### src/rtl/gpio_setclr_pkg.sv
package gpio_setclr_pkg;
    // Word offsets of the registers; software depends on these values.
    localparam int OFS_DATA  = 0;
    localparam int OFS_SET   = 1;
    localparam int OFS_CLR   = 2;
    localparam int OFS_DIROE = 3;
    localparam int OFS_DIRIN = 4;
    localparam int OFS_LAST  = OFS_DIRIN;
endpackage

### src/rtl/gpio_sync2.sv
module gpio_sync2 #(
    parameter int W = 8
) (
    input  logic         clk,
    input  logic         rst_n,
    input  logic [W-1:0] async_i,
    output logic [W-1:0] sync_o
);
    typedef struct packed {
        logic [W-1:0] s1;
        logic [W-1:0] s2;
    } sync_st_t;

    sync_st_t st_d, st_q;

    always_comb begin
        st_d    = st_q;
        st_d.s1 = async_i;
        st_d.s2 = st_q.s1;
    end

    always_ff @(posedge clk or negedge rst_n) begin
        if (!rst_n) st_q <= '0;
        else        st_q <= st_d;
    end

    assign sync_o = st_q.s2;
endmodule

### src/rtl/gpio_line_map.sv
// Register word to line vector.
module gpio_line_map #(
    parameter int REG_W   = 32,
    parameter int N_LINES = 32,
    parameter int MIRROR  = 0
) (
    input  logic [REG_W-1:0]   word_i,
    output logic [N_LINES-1:0] lines_o
);
    for (genvar n = 0; n < N_LINES; n++) begin : g_line
        localparam int BITPOS = (MIRROR != 0) ? (REG_W - 1 - n) : n;
        assign lines_o[n] = word_i[BITPOS];
    end
endmodule

### src/rtl/gpio_line_unmap.sv
// Line vector to register word; bits that hold no line read zero.
module gpio_line_unmap #(
    parameter int REG_W   = 32,
    parameter int N_LINES = 32,
    parameter int MIRROR  = 0
) (
    input  logic [N_LINES-1:0] lines_i,
    output logic [REG_W-1:0]   word_o
);
    for (genvar b = 0; b < REG_W; b++) begin : g_bit
        localparam int LINE = (MIRROR != 0) ? (REG_W - 1 - b) : b;
        if (LINE < N_LINES) begin : g_used
            assign word_o[b] = lines_i[LINE];
        end else begin : g_pad
            assign word_o[b] = 1'b0;
        end
    end
endmodule

### src/rtl/gpio_setclr_core.sv
module gpio_setclr_core
    import gpio_setclr_pkg::*;
#(
    parameter int N_LINES      = 32,
    parameter int ADDR_W       = 3,
    parameter int SET_READBACK = 1
) (
    input  logic               clk,
    input  logic               rst_n,
    input  logic               req,
    input  logic               we,
    input  logic [ADDR_W-1:0]  addr,
    input  logic [N_LINES-1:0] wr_lines,
    input  logic [N_LINES-1:0] in_lines,
    output logic [N_LINES-1:0] latch_o,
    output logic [N_LINES-1:0] dir_o,
    output logic [N_LINES-1:0] rd_lines
);
    localparam logic [ADDR_W-1:0] A_DATA  = ADDR_W'(OFS_DATA);
    localparam logic [ADDR_W-1:0] A_SET   = ADDR_W'(OFS_SET);
    localparam logic [ADDR_W-1:0] A_CLR   = ADDR_W'(OFS_CLR);
    localparam logic [ADDR_W-1:0] A_DIROE = ADDR_W'(OFS_DIROE);
    localparam logic [ADDR_W-1:0] A_DIRIN = ADDR_W'(OFS_DIRIN);
    localparam logic [ADDR_W-1:0] A_LAST  = ADDR_W'(OFS_LAST);

    typedef struct packed {
        logic [N_LINES-1:0] latch;
        logic [N_LINES-1:0] dir;
        logic [N_LINES-1:0] rd;
    } core_st_t;

    core_st_t st_d, st_q;

    always_comb begin
        st_d    = st_q;
        st_d.rd = '0;
        if (req && we) begin
            case (addr)
                A_DATA:  st_d.latch = wr_lines;
                A_SET:   st_d.latch = st_q.latch | wr_lines;
                A_CLR:   st_d.latch = st_q.latch & ~wr_lines;
                A_DIROE: st_d.dir   = wr_lines;
                A_DIRIN: st_d.dir   = ~wr_lines;
                default: ;
            endcase
        end
        if (req && !we) begin
            case (addr)
                A_DATA:  st_d.rd = in_lines;
                A_SET:   st_d.rd = (SET_READBACK != 0) ? st_q.latch : '0;
                A_DIROE: st_d.rd = st_q.dir;
                A_DIRIN: st_d.rd = ~st_q.dir;
                default: st_d.rd = '0;
            endcase
        end
    end

    always_ff @(posedge clk or negedge rst_n) begin
        if (!rst_n) st_q <= '0;
        else        st_q <= st_d;
    end

    assign latch_o  = st_q.latch;
    assign dir_o    = st_q.dir;
    assign rd_lines = st_q.rd;

    // a set write never lowers a line
    assert_set_keeps_high_R3: assert property (@(posedge clk) disable iff (!rst_n)
        (req && we && addr == A_SET) |=> ((latch_o & $past(latch_o)) == $past(latch_o)));

    // a clear write never raises a line
    assert_clr_keeps_low_R4: assert property (@(posedge clk) disable iff (!rst_n)
        (req && we && addr == A_CLR) |=> ((latch_o & ~$past(latch_o)) == '0));

    // an input-direction write drives the inverted enables
    assert_dirin_inverts_R6: assert property (@(posedge clk) disable iff (!rst_n)
        (req && we && addr == A_DIRIN) |=> (dir_o == ~$past(wr_lines)));

    // writes to unmapped offsets leave the state alone
    assert_unmapped_wr_R11: assert property (@(posedge clk) disable iff (!rst_n)
        (req && we && addr > A_LAST) |=> ($stable(latch_o) && $stable(dir_o)));

    // reads of unmapped offsets return zero
    assert_unmapped_rd_R11: assert property (@(posedge clk) disable iff (!rst_n)
        (req && !we && addr > A_LAST) |=> (rd_lines == '0));
endmodule

### src/rtl/gpio_setclr.sv
module gpio_setclr #(
    parameter int REG_W        = 32,
    parameter int N_LINES      = REG_W,
    parameter int ADDR_W       = 3,
    parameter int MIRROR       = 0,
    parameter int SET_READBACK = 1
) (
    input  logic               clk,
    input  logic               rst_n,
    input  logic               bus_sel,
    input  logic               bus_we,
    input  logic [ADDR_W-1:0]  bus_addr,
    input  logic [REG_W-1:0]   bus_wdata,
    output logic [REG_W-1:0]   bus_rdata,
    input  logic [N_LINES-1:0] pin_in,
    output logic [N_LINES-1:0] pin_out,
    output logic [N_LINES-1:0] pin_oe
);
    logic [N_LINES-1:0] wr_lines;
    logic [N_LINES-1:0] in_sync;
    logic [N_LINES-1:0] rd_lines;

    gpio_line_map #(.REG_W(REG_W), .N_LINES(N_LINES), .MIRROR(MIRROR)) u_wmap (
        .word_i  (bus_wdata),
        .lines_o (wr_lines)
    );

    gpio_sync2 #(.W(N_LINES)) u_sync (
        .clk     (clk),
        .rst_n   (rst_n),
        .async_i (pin_in),
        .sync_o  (in_sync)
    );

    gpio_setclr_core #(
        .N_LINES(N_LINES), .ADDR_W(ADDR_W), .SET_READBACK(SET_READBACK)
    ) u_core (
        .clk      (clk),
        .rst_n    (rst_n),
        .req      (bus_sel),
        .we       (bus_we),
        .addr     (bus_addr),
        .wr_lines (wr_lines),
        .in_lines (in_sync),
        .latch_o  (pin_out),
        .dir_o    (pin_oe),
        .rd_lines (rd_lines)
    );

    gpio_line_unmap #(.REG_W(REG_W), .N_LINES(N_LINES), .MIRROR(MIRROR)) u_rmap (
        .lines_i (rd_lines),
        .word_o  (bus_rdata)
    );

    // out of reset nothing is driven
    assert_reset_idle_R1: assert property (@(posedge clk) disable iff (!rst_n)
        $rose(rst_n) |-> (pin_oe == '0 && pin_out == '0));
endmodule

### config.mk
export PLATFORM = sky130hd
export DESIGN_NAME = gpio_setclr
export DESIGN_NICKNAME = d
export VERILOG_FILES = /design/src/rtl/gpio_setclr_pkg.sv /design/src/rtl/gpio_sync2.sv /design/src/rtl/gpio_line_map.sv /design/src/rtl/gpio_line_unmap.sv /design/src/rtl/gpio_setclr_core.sv /design/src/rtl/gpio_setclr.sv
export SDC_FILE = /design/constraint.sdc
export NUM_CORES = 1
export LEC_CHECK = 0
export CAP_MARGIN = 20
export CORE_ASPECT_RATIO = 0.75
export CORE_UTILIZATION = 45
export DETAILED_ROUTE_END_ITERATION = 6
export GPL_TIMING_DRIVEN = 0
export PLACE_DENSITY = 0.74
export SYNTH_ARGS = -nofsm -noshare
export SYNTH_HDL_FRONTEND = slang
export SYNTH_SLANG_ARGS = --single-unit
### constraint.sdc
create_clock -name clk -period 1.61 [get_ports clk]
set_clock_uncertainty 0.2 [all_clocks]
set_input_delay 0.161 -clock clk [delete_from_list [all_inputs] [get_ports clk]]
set_output_delay 0.161 -clock clk [all_outputs]
set_load 0.01 [all_outputs]
==> results.py <==
metrics = {
    "pwr": {
        "intPower_w": 0.00804,
        "p_seq_share_pct": 43.3,
        "fin_total_pwr_w": 0.0115,
        "combPwrFrac_pct": 23.1,
        "switching_share_pct": 30.1,
        "p_sw_w": 0.00347,
        "p_leak_nw": 4.72,
        "p_per_area_nw_per_um2": 1190,
        "clkPwrFrac_pct": 33.5,
        "ir_worst_vdd_uv": 901,
    },
    "worst_hold_path": {
        "worstHoldStart": "pin_in[14]",
        "hold_end": "u_sync.st_d[14]",
        "hold_class": "primary input to register",
        "holdPathStages": 1,
    },
    "critical_path": {
        "cp_slowest_stage_delay_ns": 0.39,
        "cp-start-kind": "primary input",
        "cp-end-kind": "register",
        "path_cells": "dlygate4sd2_1 -> buf_6 -> buf_2 -> mux2_2 -> a22oi_1 -> a21oi_1",
        "r2r_start": "u_core.latch_o[29]",
        "worstPathArrival_ns": 1.64,
        "r2r_end": "u_core.rd_lines[29]",
        "slowest_stage": "mux2_2",
        "cp_top_family": "buffers and inverters",
        "crit_fanout": 10,
        "crit_type": "primary input to register",
        "rr_worst_depth": 4,
        "ff2ff_setup_slack_ns": 0.22,
        "required_ns": 1.71,
        "cp_num_buf_inv": 3,
    },
    "timing": {
        "setup_viol": 0,
        "worstMarginPinSlew_ns": 0.525,
        "final_max_slew_viol_count": 0,
        "final.setup.worst_slack_ns": 0.0725,
        "report.final.hold_viol_count": 0,
        "max_freq_ghz": 0.650,
        "relSlewSlack_pct": 65.0,
        "period_share_pct": 95.5,
        "whs_ns": 0.0266,
        "min_period_ns": 1.54,
        "rsz0062_at_grt": "no",
    },
    "detailed_routing": {
        "ant_nets": 0,
        "firstDrtPassIters": 6,
        "drtIter0Drc": 332,
        "vias_per_cell": 5.21,
        "vias": 5133,
        "wl_per_cell_um": 18.7,
        "routed_wl_um": 18400,
        "drc": 0,
    },
    "logic_synthesis": {
        "avgSynthCellArea_um2": 12.6,
        "synth_cells": 537,
        "ys_seq_area_share_pct": 59.1,
        "synth_top_area_share_pct": 59.1,
        "yosys-top-cells-area": "dfrtp_1 (59%), mux2_4 (6.6%), mux2_2 (5.6%)",
        "yosys.area.top_type": "dfrtp_1",
        "yosys.cell_types.count": 25,
        "yosysWarnings": 0,
        "ys_ff_latch": 160,
        "synth_area_um2": 6780,
        "synth_fp_nets": 608,
    },
    "layout": {
        "nNetsFinal": 843,
        "instances_no_fill": 985,
        "finish.utilization_pct": 66.5,
        "drive_gt1_share_pct": 19.7,
        "n_antenna_cell": 0,
        "syn2layout_area_growth_pct": 43.2,
        "fillCellCount": 1126,
    },
    "global_route": {
        "grt_max_degree": 107,
        "gr-total-overflow": 0,
        "track_usage_pct": 24.7,
        "grt_first_pass_wirelength_um": 28200,
        "grt_antenna_before_repair": 0,
        "grt_pass1_vias": 5156,
    },
    "die": {
        "core-area_um2": 14600,
        "initial_utilization_pct": 46.4,
        "dieArea_um2": 15600,
        "top_level_ports": 167,
        "die_w_um": 144,
        "num_rows": 38,
        "die_h_um": 108,
    },
    "clock_tree": {
        "cts_buffers": 17,
        "cts_tree": "yes",
        "clockBufferDepth": 2,
        "root_buffer": "clkbuf_16",
        "path_clk_slew_ns": 0.07,
        "clock_sinks": 160,
        "htreeDepth": 4,
        "clkLatencyLatePin_ns": 0.43,
    },
    "placed_design": {
        "io_buffers": 166,
        "dp.cells": 904,
        "dpl.hpwl_um": 12800,
        "routabilityCongestion": 0.873,
        "place_ws_ns": -0.761,
    },
    "run": {
        "drv_cap": 0,
    },
    "status": {
        "outcome": "finished clean",
    },
}
## worst register-to-register path, stage by stage, from the launching register on
cell,delay [ns]
dfrtp_1,0.40
buf_4,0.16
mux2_2,0.27
a22oi_1,0.15
a21oi_1,0.10
## cell families (layout without fill, tap and decap cells)
kind of cell | after synthesis | after routing | share of synthesized area (%)
DFF | 160 | 160 | 59.1
AOI/OAI and AO/OA | 97 | 97 | 8.53
buffers and inverters | 76 | 324 | 5.34
xor gates and xnor gates | 32 | 32 | 4.14
muxes | 96 | 96 | 17.0
and+or+nand+nor | 76 | 76 | 5.91
## layout by cell type (no fill, tap or decap), types with 30 or more instances in the layout
master	Yosys	routed
inv_1	32	32
mux2i_1	32	32
a21oi_1	32	32
nand3_1	64	64
dfrtp_1	160	159
a22oi_1	32	32
mux2_4	30	30
o21ai_0	32	32
dlygate4sd3_1	0	32
mux2_2	34	34
dlygate4sd2_1	0	98
xor2_1	32	32
clkdlybuf4s50_1	0	66
## power by group through the flow
stage / logic [W] / clock network [W] / registers (W)
after CTS: 0.00265 / 0.00391 / 0.00499
final: 0.00266 / 0.00386 / 0.00499
after global routing: 0.00286 / 0.00410 / 0.00505
after global placement: 0.00261 / 0 / 0.00509
after detailed placement: 0.00269 / 0 / 0.00512
after floorplan: 0.00101 / 0 / 0.00518
## stage by stage
stage / setup TNS (ns) / instance area (µm²)
after floorplan: 0 / 6780
final: 0 / 9700
after detailed placement: -55.44 / 8720
after global placement: -997.70 / 8690
after global routing: 0 / 9700
after CTS: -0.0269 / 9640
## registers in the layout, summed over array words and instances (netlist names)
| signal | count |
|---|---|
| u_core.dir_o | 32 |
| u_sync.sync_o | 32 |
| u_core.rd_lines | 32 |
| u_sync.st_d | 32 |
| u_core.latch_o | 32 |
## area by class of cell
| class | instances | area, µm² | share of cell area (%) |
|---|---|---|---|
| buffer | 43 | 297 | 3.06 |
| clock buffer | 17 | 425 | 4.38 |
| clock inverter | 15 | 141 | 1.46 |
| inverter | 32 | 120 | 1.24 |
| multi-input combinational | 301 | 2420 | 25.0 |
| sequential | 160 | 4010 | 41.3 |
| tap | 200 | 250 | 2.58 |
| timing repair buffer | 217 | 2040 | 21.0 |
## cells in the mapped netlist, drive strengths merged
library cell	instances
dfrtp	160
a22oi	32
xor2	32
inv	32
nor3b	1
nand2	2
o211a	1
buf	25
nand4b	1
nand3b	1
and3b	2
nand3	64
nand2b	1
mux2i	32
or2	1
mux2	64
a21oi	32
nor2	2
nor2b	1
clkbuf	19
o21ai	32
## worst max path at each step
stage / startpoint / to / slack (ns) / cells past startpoint
floorplan: bus_addr[1] / u_core.dir_o[10] / 0.03 / 5
global placement: rst_n / u_sync.st_d[21] / -5.94 / 1
detailed placement: bus_addr[0] / u_core.latch_o[19] / -0.76 / 6
CTS: bus_addr[1] / u_core.dir_o[20] / -0.01 / 6
global route: bus_sel / u_core.latch_o[23] / 0.03 / 5
finish: bus_addr[0] / u_core.rd_lines[8] / 0.07 / 6
## per-layer routing
layer  wire length [µm]  vias up  track usage (%)
met5                  0        -                0
met4                287        0             8.74
met3               1260       27             6.11
met2               8630      195             38.5
met1               8260     2566             33.6
li1                   -     2345                -
## repair_timing
| item | in CTS | in global routing |
|---|---|---|
| hold endpoints to repair | 85 | 0 |
| hold buffers | 32 | 0 |
| setup buffers | 14 | 3 |
| gates cloned | 0 | 1 |
| pin swaps | 1 | 2 |
| endpoints found under the setup margin | 187 | 77 |
| gates resized for setup | 122 | 7 |
(Power assumes the default switching activity.)
